`src/rtl/dma_arb_pkg.sv`:
```
`timescale 1ns/1ps
package dma_arb_pkg;
  typedef enum logic [1:0] {
    ARB_IDLE = 2'd0,
    ARB_BUSY = 2'd1,
    ARB_HOLD = 2'd2
  } arb_st_e;
endpackage

```
`src/rtl/dma_req_qual.sv`:
```
`timescale 1ns/1ps
module dma_req_qual #(
  parameter int unsigned NUM_CH = 8,
  parameter int unsigned SW_W   = 32
) (
  input  logic              clk_i,
  input  logic              rst_ni,
  input  logic              master_en_i,
  input  logic [NUM_CH-1:0] ch_en_i,
  input  logic [NUM_CH-1:0] req_mask_i,
  input  logic [NUM_CH-1:0] use_burst_i,
  input  logic [NUM_CH-1:0] sreq_i,
  input  logic [NUM_CH-1:0] breq_i,
  input  logic [SW_W-1:0]   sw_req_i,
  input  logic [NUM_CH-1:0] pend_clr_i,
  output logic [NUM_CH-1:0] cand_o,
  output logic [NUM_CH-1:0] ext_raw_o
);
  logic [NUM_CH-1:0] sw_set;
  logic [NUM_CH-1:0] sw_pend_q;
  logic [NUM_CH-1:0] ext_req;

  // bits beyond the implemented channels are dropped
  generate
    if (SW_W > NUM_CH) begin : g_sw_wide
      logic sw_hi_unused;
      assign sw_set       = sw_req_i[NUM_CH-1:0];
      assign sw_hi_unused = |sw_req_i[SW_W-1:NUM_CH];
    end else if (SW_W == NUM_CH) begin : g_sw_eq
      assign sw_set = sw_req_i;
    end else begin : g_sw_narrow
      assign sw_set = {{(NUM_CH-SW_W){1'b0}}, sw_req_i};
    end
  endgenerate

  generate
    for (genvar c = 0; c < NUM_CH; c++) begin : g_ch
      logic single_ok;
      assign single_ok    = sreq_i[c] & ~use_burst_i[c];
      assign ext_req[c]   = ~req_mask_i[c] & (breq_i[c] | single_ok);
      assign ext_raw_o[c] = sreq_i[c] | breq_i[c];
      assign cand_o[c]    = master_en_i & ch_en_i[c] & (ext_req[c] | sw_pend_q[c]);
    end
  endgenerate

  // set wins over clear when both hit the same channel
  always_ff @(posedge clk_i or negedge rst_ni) begin
    if (!rst_ni) sw_pend_q <= '0;
    else         sw_pend_q <= (sw_pend_q & ~pend_clr_i) | sw_set;
  end
endmodule

```
`src/rtl/dma_prio_pick.sv`:
```
`timescale 1ns/1ps
module dma_prio_pick #(
  parameter int unsigned NUM_CH = 8,
  localparam int unsigned CH_W  = (NUM_CH > 1) ? $clog2(NUM_CH) : 1
) (
  input  logic [NUM_CH-1:0] cand_i,
  input  logic [NUM_CH-1:0] hi_prio_i,
  output logic              any_o,
  output logic [NUM_CH-1:0] pick_oh_o,
  output logic [CH_W-1:0]   pick_idx_o
);
  logic [NUM_CH-1:0] hi_cand;
  logic [NUM_CH-1:0] sel;

  assign hi_cand = cand_i & hi_prio_i;
  assign sel     = (|hi_cand) ? hi_cand : cand_i;
  assign any_o   = |cand_i;

  // descending scan: last hit is the lowest index
  always_comb begin
    pick_oh_o  = '0;
    pick_idx_o = '0;
    for (int i = NUM_CH - 1; i >= 0; i--) begin
      if (sel[i]) begin
        pick_oh_o  = NUM_CH'(1) << i;
        pick_idx_o = CH_W'(i);
      end
    end
  end
endmodule

```
`src/rtl/dma_grant_ctrl.sv`:
```
`timescale 1ns/1ps
module dma_grant_ctrl
  import dma_arb_pkg::*;
#(
  parameter int unsigned NUM_CH = 8,
  localparam int unsigned CH_W  = (NUM_CH > 1) ? $clog2(NUM_CH) : 1
) (
  input  logic              clk_i,
  input  logic              rst_ni,
  input  logic              any_i,
  input  logic [NUM_CH-1:0] pick_oh_i,
  input  logic [CH_W-1:0]   pick_idx_i,
  input  logic              slot_done_i,
  input  logic [NUM_CH-1:0] wait_req_i,
  input  logic [NUM_CH-1:0] ext_raw_i,
  output logic              issue_o,
  output logic              grant_valid_o,
  output logic [NUM_CH-1:0] grant_oh_o,
  output logic [CH_W-1:0]   grant_idx_o,
  output logic [NUM_CH-1:0] active_o
);
  arb_st_e           st_q, st_d;
  logic [NUM_CH-1:0] held_oh_q;
  logic [CH_W-1:0]   held_idx_q;
  logic              held_wait;
  logic              held_req;

  assign held_wait = |(held_oh_q & wait_req_i);
  assign held_req  = |(held_oh_q & ext_raw_i);
  assign issue_o   = (st_q == ARB_IDLE) && any_i;

  always_comb begin
    st_d = st_q;
    unique case (st_q)
      ARB_IDLE: if (any_i) st_d = ARB_BUSY;
      ARB_BUSY: if (slot_done_i) st_d = (held_wait && held_req) ? ARB_HOLD : ARB_IDLE;
      ARB_HOLD: if (!held_req) st_d = ARB_IDLE;
      default:  st_d = ARB_IDLE;
    endcase
  end

  always_ff @(posedge clk_i or negedge rst_ni) begin
    if (!rst_ni) begin
      st_q       <= ARB_IDLE;
      held_oh_q  <= '0;
      held_idx_q <= '0;
    end else begin
      st_q <= st_d;
      if (issue_o) begin
        held_oh_q  <= pick_oh_i;
        held_idx_q <= pick_idx_i;
      end
    end
  end

  assign grant_valid_o = (st_q == ARB_BUSY);
  assign grant_oh_o    = grant_valid_o ? held_oh_q : '0;
  assign grant_idx_o   = held_idx_q;
  assign active_o      = (st_q != ARB_IDLE) ? held_oh_q : '0;
endmodule

```
`src/rtl/dma_req_arbiter.sv`:
```
`timescale 1ns/1ps
module dma_req_arbiter #(
  parameter int unsigned NUM_CH = 8,
  parameter int unsigned SW_W   = 32,
  localparam int unsigned CH_W  = (NUM_CH > 1) ? $clog2(NUM_CH) : 1
) (
  input  logic              clk_i,
  input  logic              rst_ni,
  input  logic              master_en_i,
  input  logic [NUM_CH-1:0] ch_en_i,
  input  logic [NUM_CH-1:0] req_mask_i,
  input  logic [NUM_CH-1:0] use_burst_i,
  input  logic [NUM_CH-1:0] hi_prio_i,
  input  logic [NUM_CH-1:0] wait_req_i,
  input  logic [NUM_CH-1:0] sreq_i,
  input  logic [NUM_CH-1:0] breq_i,
  input  logic [SW_W-1:0]   sw_req_i,
  input  logic              slot_done_i,
  output logic              grant_valid_o,
  output logic [NUM_CH-1:0] grant_oh_o,
  output logic [CH_W-1:0]   grant_idx_o,
  output logic [NUM_CH-1:0] active_o
);
  logic [NUM_CH-1:0] cand;
  logic [NUM_CH-1:0] ext_raw;
  logic [NUM_CH-1:0] pick_oh;
  logic [CH_W-1:0]   pick_idx;
  logic              any;
  logic              issue;
  logic [NUM_CH-1:0] pend_clr;

  assign pend_clr = issue ? pick_oh : '0;

  dma_req_qual #(.NUM_CH(NUM_CH), .SW_W(SW_W)) u_qual (
    .clk_i       (clk_i),
    .rst_ni      (rst_ni),
    .master_en_i (master_en_i),
    .ch_en_i     (ch_en_i),
    .req_mask_i  (req_mask_i),
    .use_burst_i (use_burst_i),
    .sreq_i      (sreq_i),
    .breq_i      (breq_i),
    .sw_req_i    (sw_req_i),
    .pend_clr_i  (pend_clr),
    .cand_o      (cand),
    .ext_raw_o   (ext_raw)
  );

  dma_prio_pick #(.NUM_CH(NUM_CH)) u_pick (
    .cand_i     (cand),
    .hi_prio_i  (hi_prio_i),
    .any_o      (any),
    .pick_oh_o  (pick_oh),
    .pick_idx_o (pick_idx)
  );

  dma_grant_ctrl #(.NUM_CH(NUM_CH)) u_ctrl (
    .clk_i         (clk_i),
    .rst_ni        (rst_ni),
    .any_i         (any),
    .pick_oh_i     (pick_oh),
    .pick_idx_i    (pick_idx),
    .slot_done_i   (slot_done_i),
    .wait_req_i    (wait_req_i),
    .ext_raw_i     (ext_raw),
    .issue_o       (issue),
    .grant_valid_o (grant_valid_o),
    .grant_oh_o    (grant_oh_o),
    .grant_idx_o   (grant_idx_o),
    .active_o      (active_o)
  );
endmodule

```
`config.mk`:
```
export PLATFORM = sky130hd
export DESIGN_NAME = dma_req_arbiter
export DESIGN_NICKNAME = d
export VERILOG_FILES = /design/src/rtl/dma_arb_pkg.sv /design/src/rtl/dma_req_qual.sv /design/src/rtl/dma_prio_pick.sv /design/src/rtl/dma_grant_ctrl.sv /design/src/rtl/dma_req_arbiter.sv
export SDC_FILE = /design/constraint.sdc
export NUM_CORES = 1
export LEC_CHECK = 0
export CORE_MARGIN = 3
export CORE_UTILIZATION = 59
export CTS_BUF_LIST = sky130_fd_sc_hd__clkbuf_4
export CTS_CLUSTER_SIZE = 8
export DETAILED_ROUTE_END_ITERATION = 7
export DONT_BUFFER_PORTS = 1
export PLACE_DENSITY = 0.82
export SETUP_SLACK_MARGIN = 0.2
export SYNTH_ARGS = -nofsm -noshare
export SYNTH_HDL_FRONTEND = slang
export SYNTH_SLANG_ARGS = --single-unit
```
`constraint.sdc`:
```
create_clock -name clk_i -period 2 [get_ports clk_i]
set_input_delay 0.4 -clock clk_i [delete_from_list [all_inputs] [get_ports clk_i]]
set_output_delay 0.4 -clock clk_i [all_outputs]
set_load 0.05 [all_outputs]
```
==> flow_summary.ini, run 1 <==
[outcome]
outcome = did not finish
stop_stage = clock tree synthesis
firstError = [ERROR DPL-0038] Utilization greater than 100%, impossible to legalize

[synth]
syn-cell-area_um2 = 1590
synthCells = 192
synth_edf_count = 0
synth_cell_types = 40
yosysWarnings = 0
syn_nets = 284
synth-seq-cells = 21
avgSynthCellArea_um2 = 8.28
yosysSeqAreaShare = 0.330
synthArstFlopShare = 1.00
synthFlopType = dfrtp_1

[floorplan]
start_util = 0.630
rows = 18
pin_count = 112
die_h_um = 57.9
chipWidth_um = 57.9

[clock_tree]
post-cts-setup-buffer-count = 13
cts_htree_levels = 1
cts_root_buffer = clkbuf_4
cts_resized = 68
cts_buffers = 3
postCtsHoldBufs = 1
clockBufferDepth = 2
clock-sinks = 21

[placed_design]
place_ws_ns = -0.488
portBuffers = 0
dp_hpwl_um = 4390
gp_congestion = 0.896
==> cell usage after synthesis (all sizes together) (3+ instances only) <==
cell type   n  area [um^2]
inv        18         67.6
and2       17          106
clkbuf      3         11.3
o22ai       4         31.3
nand2b     12         75.1
nor2       13         48.8
nand2      11         41.3
nor2b       7         43.8
a21o        7         52.6
nand4       3         18.8
o21ai      18         90.1
a22oi       4         30.0
a21oi       8         40.0
nor4        3         18.8
a221oi      3         38.8
a2111oi     8         83.8
o21bai      5         37.5
a211oi      7         52.6
dfrtp      21          526
==> logic make-up after synthesis <==
logic type | Yosys count | synth area share
AOI/OAI and AO/OA | 75 | 0.353
buffers and inverters | 23 | 0.0614
DFF | 21 | 0.330
and+or+nand+nor | 73 | 0.255
==> metrics by stage <==
stage               TNS, ns  cells  area, um^2  utilization
floorplan            -0.426    192        1870            -
global placement      -5.09    250        2210        0.878
detailed placement    -6.19    250        2210        0.878
==> run 2, diff against run 1 <==
--- a/config.mk
+++ b/config.mk
@@ -6,13 +6,10 @@
 export NUM_CORES = 1
 export LEC_CHECK = 0
 export CORE_MARGIN = 3
-export CORE_UTILIZATION = 59
-export CTS_BUF_LIST = sky130_fd_sc_hd__clkbuf_4
-export CTS_CLUSTER_SIZE = 8
+export CORE_UTILIZATION = 40
 export DETAILED_ROUTE_END_ITERATION = 7
 export DONT_BUFFER_PORTS = 1
-export PLACE_DENSITY = 0.82
-export SETUP_SLACK_MARGIN = 0.2
+export PLACE_DENSITY_LB_ADDON = 0.15
 export SYNTH_ARGS = -nofsm -noshare
 export SYNTH_HDL_FRONTEND = slang
 export SYNTH_SLANG_ARGS = --single-unit
==> constraint.sdc (replaced) <==
create_clock -name clk_i -period 2.6 [get_ports clk_i]
set_input_delay 0.52 -clock clk_i [delete_from_list [all_inputs] [get_ports clk_i]]
set_output_delay 0.52 -clock clk_i [all_outputs]
set_load 0.05 [all_outputs]
==> flow_summary.ini, run 2 <==
[outcome]
outcome = complete, no violations

[finish]
drive_gt1_frac = 0.204
syn_to_final_growth_pct = 29.5
n_fill_cell = 377
final_common_cell = buf_4
most-common-layout-cells = buf_4, dfrtp_1, inv_1
finalNonFillerCells = 273
diodes = 0
finalNetCount = 318

[routing]
avgViaCountPerCell = 5.93
routed_wl_um = 5370
detail-route-antenna-nets = 0
wl_per_cell_um = 19.7
firstDrtPassIters = 4
drt_iter0_markers = 51
via_count = 1618
drc = 0

[placed_design]
dp_cells = 268
portBuffers = 0
place_ws_ns = -0.132
gp_congestion = 1.00
dp_hpwl_um = 4420

[synth]
yosysTopAreaCellShare = 0.330
synthFlopType = dfrtp_1
yosysWarnings = 0
yosys.area.top_type = dfrtp_1
synth_edf_count = 0
yosysSeqAreaShare = 0.330
synthArstFlopShare = 1.00
syn_nets = 284
synth_cell_types = 40
syn-cell-area_um2 = 1590
synth-seq-cells = 21
netlist_top_cells_count = dfrtp_1, inv_1, and2_1
synthCells = 192
yosys-top-cells-area = dfrtp_1, and2_1, nand2b_1
synthMostInstantiatedCell = dfrtp_1
avgSynthCellArea_um2 = 8.28

[grt]
overflow = 0
grt_pass1_vias = 1763
grt_max_degree = 22
grt.total_usage = 0.226
grt_pass1_wl_um = 8600
antenna_found_initial = 0

[floorplan]
start_util = 0.425
rows = 22
dieArea_um2 = 4770
pin_count = 112
die_h_um = 69.1
chipWidth_um = 69.1
core_area_um2 = 3740

[timing]
period_share = 0.926
setup_violations = 0
slew_violations = 0
fin_ws_ns = 0.192
fin_crit_ns = 2.41
fmax_ghz = 0.415
finalHoldViolations = 0
slew_headroom = 0.317
fin_skew_ns = 0.00742
worstMarginPinSlew_ns = 1.02

[worst_setup_path]
endpoint = u_ctrl.grant_idx_o[0]$_DFFE_PN0P_
cp-start-kind = input pin
crit_fanout = 8
reg2reg_from = u_qual.sw_pend_q[4]$_DFF_PN0_
critPathMaxStageDelay_ns = 0.67
reg2reg_depth = 7
cp_cell_sequence = nand2b_1, a2111oi_1, a2111oi_4, and2_2, o21ai_1, o221ai_1, a221oi_2
cp-end-kind = register
r2r_slack_ns = 0.21
cp-startpoint = use_burst_i[4]
critPathRequiredTime_ns = 2.77
critPathArrivalTime_ns = 2.58
r2r_end = u_ctrl.grant_idx_o[0]$_DFFE_PN0P_
slowest_stage = a2111oi_1
critPathKind = input pin to register

[clock_tree]
cts_htree_levels = 1
cts_tree = done
clk_pin_slew_worst_paths_ns = 0.08
clockBufferDepth = 2
cts_root_buffer = clkbuf_8
cts_buffers = 3
clock-sinks = 21
post-cts-setup-buffer-count = 0
clock_latency_ns = 0.26

[run]
max_cap_viol_count = 0

[hold_path]
min_from = sw_req_i[2]
hold_path_class = input pin to register

[power_and_ir_drop]
pwr_density_cell_nw_per_um2 = 827
ir_drop_v = 0.000444
p_leak_uw = 0.000932
## run 2: cell counts after synthesis
Identical to the previous run, type by type.
## run 2: metrics by stage
step	setup TNS [ns]	cell area [um^2]	power, uW	util	hold WS [ns]
floorplan	0	1590	1160	-	0.224
global placement	-0.723	1970	1460	0.526	0.225
detailed placement	-0.853	1970	1480	0.526	0.225
CTS	0	2020	1710	0.541	0.354
global route	-0.00390	2060	1820	0.550	0.358
finish	0	2060	1700	0.550	0.356
## run 2: worst min path at each step
stage / to / slack [ns] / depth (start not counted)
after floorplan: u_ctrl.grant_idx_o[0]$_DFFE_PN0P_ / 0.22 / 0
after global placement: u_ctrl.held_oh_q[4]$_DFFE_PN0P_ / 0.22 / 0
after detailed placement: u_qual.sw_pend_q[4]$_DFF_PN0_ / 0.22 / 0
after CTS: u_qual.sw_pend_q[2]$_DFF_PN0_ / 0.35 / 1
after global routing: u_qual.sw_pend_q[7]$_DFF_PN0_ / 0.36 / 1
final: u_qual.sw_pend_q[2]$_DFF_PN0_ / 0.36 / 1
## run 2: timing repair
| item | in CTS | in global routing |
|---|---|---|
| cloned | 0 | 0 |
| resized for setup | 1 | 6 |
| endpoints found under the setup margin | 4 | 16 |
| endpoints found under the hold margin | 21 | 0 |
| hold buffers | 1 | 0 |
| pin swaps | 0 | 0 |
## run 2: worst max-delay path, delay by kind of cell
kind,cells,cell delay [ns]
compound gates,5,1.61
simple gates,2,0.46
## run 2: cells by family (layout without fill, tap and decap cells)
logic type / count (synthesis) / after routing / share of synthesized area
compound gates: 75 / 75 / 0.353
buf+inv: 23 / 56 / 0.0614
simple gates: 73 / 73 / 0.255
flops: 21 / 21 / 0.330
## run 2: final cells by class
type	count	area (um^2)	share of cell area
tap	48	60.1	0.0292
timing repair buffer	34	358	0.174
sequential	21	526	0.255
multi-input combinational	148	1000	0.487
inverter	18	67.6	0.0328
clock buffer	4	45.0	0.0219
## run 2: power breakdown
group	leakage, uW	internal, uW	switching, uW
Clock	0.0000228	109	109
Combinational	0.000667	347	570
Sequential	0.000243	406	163
Total	0.000932	863	841
## run 2: layer usage
metal	GRT usage	routed length [um]	part of all wire
met1	0.278	2300	0.43
met2	0.397	2540	0.47
met3	0.0496	462	0.086
met4	0.0564	72	0.013
met5	0	0	0
Power figures use the tool's default switching activity.
==> run 3, diff against run 2 <==
--- a/config.mk
+++ b/config.mk
@@ -5,11 +5,10 @@
 export SDC_FILE = /design/constraint.sdc
 export NUM_CORES = 1
 export LEC_CHECK = 0
-export CORE_MARGIN = 3
 export CORE_UTILIZATION = 40
 export DETAILED_ROUTE_END_ITERATION = 7
 export DONT_BUFFER_PORTS = 1
-export PLACE_DENSITY_LB_ADDON = 0.15
+export PLACE_DENSITY_LB_ADDON = 0.08
 export SYNTH_ARGS = -nofsm -noshare
 export SYNTH_HDL_FRONTEND = slang
 export SYNTH_SLANG_ARGS = --single-unit
==> flow_summary.ini, run 3 (same netlist as run 2, synthesis figures left out) <==
[worst_setup_path]
critPathRequiredTime_ns = 2.75
reg2reg_from = u_qual.sw_pend_q[2]$_DFF_PN0_
slowest_stage = o41ai_1
cp_cell_sequence = nor2b_1, buf_4, a211oi_1, nor4_1, a211oi_1, o211ai_2, o41ai_1, nand2b_1
cp-end-kind = register
critPathArrivalTime_ns = 2.63
cp-start-kind = register
reg2reg_depth = 8
critPathMaxStageDelay_ns = 0.49
crit_top_cell = a211oi_1
endpoint = u_qual.sw_pend_q[7]$_DFF_PN0_
critPathKind = register to register
crit_fanout = 7
r2r_slack_ns = 0.11
r2r_end = u_qual.sw_pend_q[7]$_DFF_PN0_
cp-startpoint = u_qual.sw_pend_q[2]$_DFF_PN0_

[finish]
finalNetCount = 323
final_common_cell = buf_4
finalNonFillerCells = 278
drive_gt1_frac = 0.230
n_fill_cell = 352
seq_area_um2 = 526
most-common-layout-cells = buf_4, dfrtp_1, inv_1
final_area_um2 = 2100
multi_input_area_um2 = 1010
diodes = 0
syn_to_final_growth_pct = 31.9

[outcome]
outcome = complete, no violations

[grt]
grt.total_usage = 0.255
grt_max_degree = 22
grt_pass1_vias = 1720
antenna_found_initial = 0
overflow = 0
grt_pass1_wl_um = 8010

[timing]
slew_headroom = 0.351
finalHoldViolations = 0
fin_crit_ns = 2.49
fin_skew_ns = 0.00348
fin_ws_ns = 0.113
slew_violations = 0
fmax_ghz = 0.402
setup_violations = 0
period_share = 0.956
worstMarginPinSlew_ns = 0.971

[clock_tree]
cts_tree = done
cts_root_buffer = clkbuf_8
clock-sinks = 21
clock_latency_ns = 0.27
cts_buffers = 3
clockBufferDepth = 2
cts_htree_levels = 1
post-cts-setup-buffer-count = 0
clk_pin_slew_worst_paths_ns = 0.08

[placed_design]
postPlaceCellArea_um2 = 2000
place_ws_ns = -0.272
dp_hpwl_um = 4200
portBuffers = 0
gp_congestion = 0.957
dp_cells = 272

[routing]
detail-route-antenna-nets = 0
drc = 0
wl_per_cell_um = 18.9
avgViaCountPerCell = 6.07
drt_iter0_markers = 67
firstDrtPassIters = 4
routed_wl_um = 5250
via_count = 1688

[floorplan]
rows = 22
start_util = 0.425
pin_count = 112
core_area_um2 = 3740
dieArea_um2 = 4230
chipWidth_um = 65.1
die_h_um = 65.1

[power_and_ir_drop]
finalPower_uw = 1730
p_leak_uw = 0.000950
ir_drop_v = 0.000406
pwr_density_cell_nw_per_um2 = 823

[hold_path]
hold_path_class = input pin to register

[run]
max_cap_viol_count = 0
## run 3: cell types whose count changed in the layout (fill, tap and decap cells not counted), sizes merged
cell	delta
clkinv	+1
clkbuf	-1
buf	+4
a2111oi	+1
## run 3: layout make-up
class / count / area share
multi-input cells: 149 / 0.482
flip-flops and latches: 21 / 0.250
repair buffers: 38 / 0.185
inverters: 18 / 0.0322
well taps: 48 / 0.0286
clock buffers: 3 / 0.0197
clock inverters: 1 / 0.00239
## run 3: routing by layer
metal,GRT usage,vias up,wire length [um]
met4,0.114,0,129
met5,0,-,0
met1,0.291,792,2150
met3,0.0440,10,391
li1,-,793,-
met2,0.461,93,2580
## run 3: power breakdown
group / switching, uW / total (uW) / internal, uW
Sequential: 162 / 568 / 406
Combinational: 578 / 935 / 357
Clock: 116 / 223 / 107
Total: 856 / 1730 / 870
## run 3: worst min path at each step
stage,from,end,slack (ns),cells past startpoint
after floorplan,rst_ni,u_ctrl.grant_idx_o[0]$_DFFE_PN0P_,0.22,0
after global placement,rst_ni,u_qual.sw_pend_q[7]$_DFF_PN0_,0.22,0
after detailed placement,rst_ni,u_qual.sw_pend_q[7]$_DFF_PN0_,0.22,0
after CTS,slot_done_i,u_ctrl.st_q[0]$_DFFE_PN0P_,0.35,1
after global routing,sw_req_i[0],u_qual.sw_pend_q[0]$_DFF_PN0_,0.35,1
final,slot_done_i,u_ctrl.st_q[0]$_DFFE_PN0P_,0.35,1
## run 3: metrics by stage
step            util  hold slack [ns]  TNS [ns]
3_5_place_dp   0.534            0.225     -3.45
3_3_place_gp   0.534            0.225     -2.75
2_1_floorplan      -            0.224         0
5_1_grt        0.560            0.353  -0.00185
6_report       0.560            0.354         0
4_1_cts        0.552            0.347         0
## run 3: timing repair
item / 4_1_cts / 5_1_grt
endpoints found under the setup margin: 15 / 16
gates resized for setup: 2 / 6
pin swaps: 0 / 1
hold endpoints to repair: 21 / 0
hold buffers: 1 / 0
gates cloned: 0 / 1
## run 3: critical path: cells and delay by family, from the launching register on
| kind | cells | cell delay [ns] |
|---|---|---|
| simple gates | 3 | 0.35 |
| buf+inv | 1 | 0.13 |
| flops | 1 | 0.38 |
| compound gates | 4 | 1.51 |
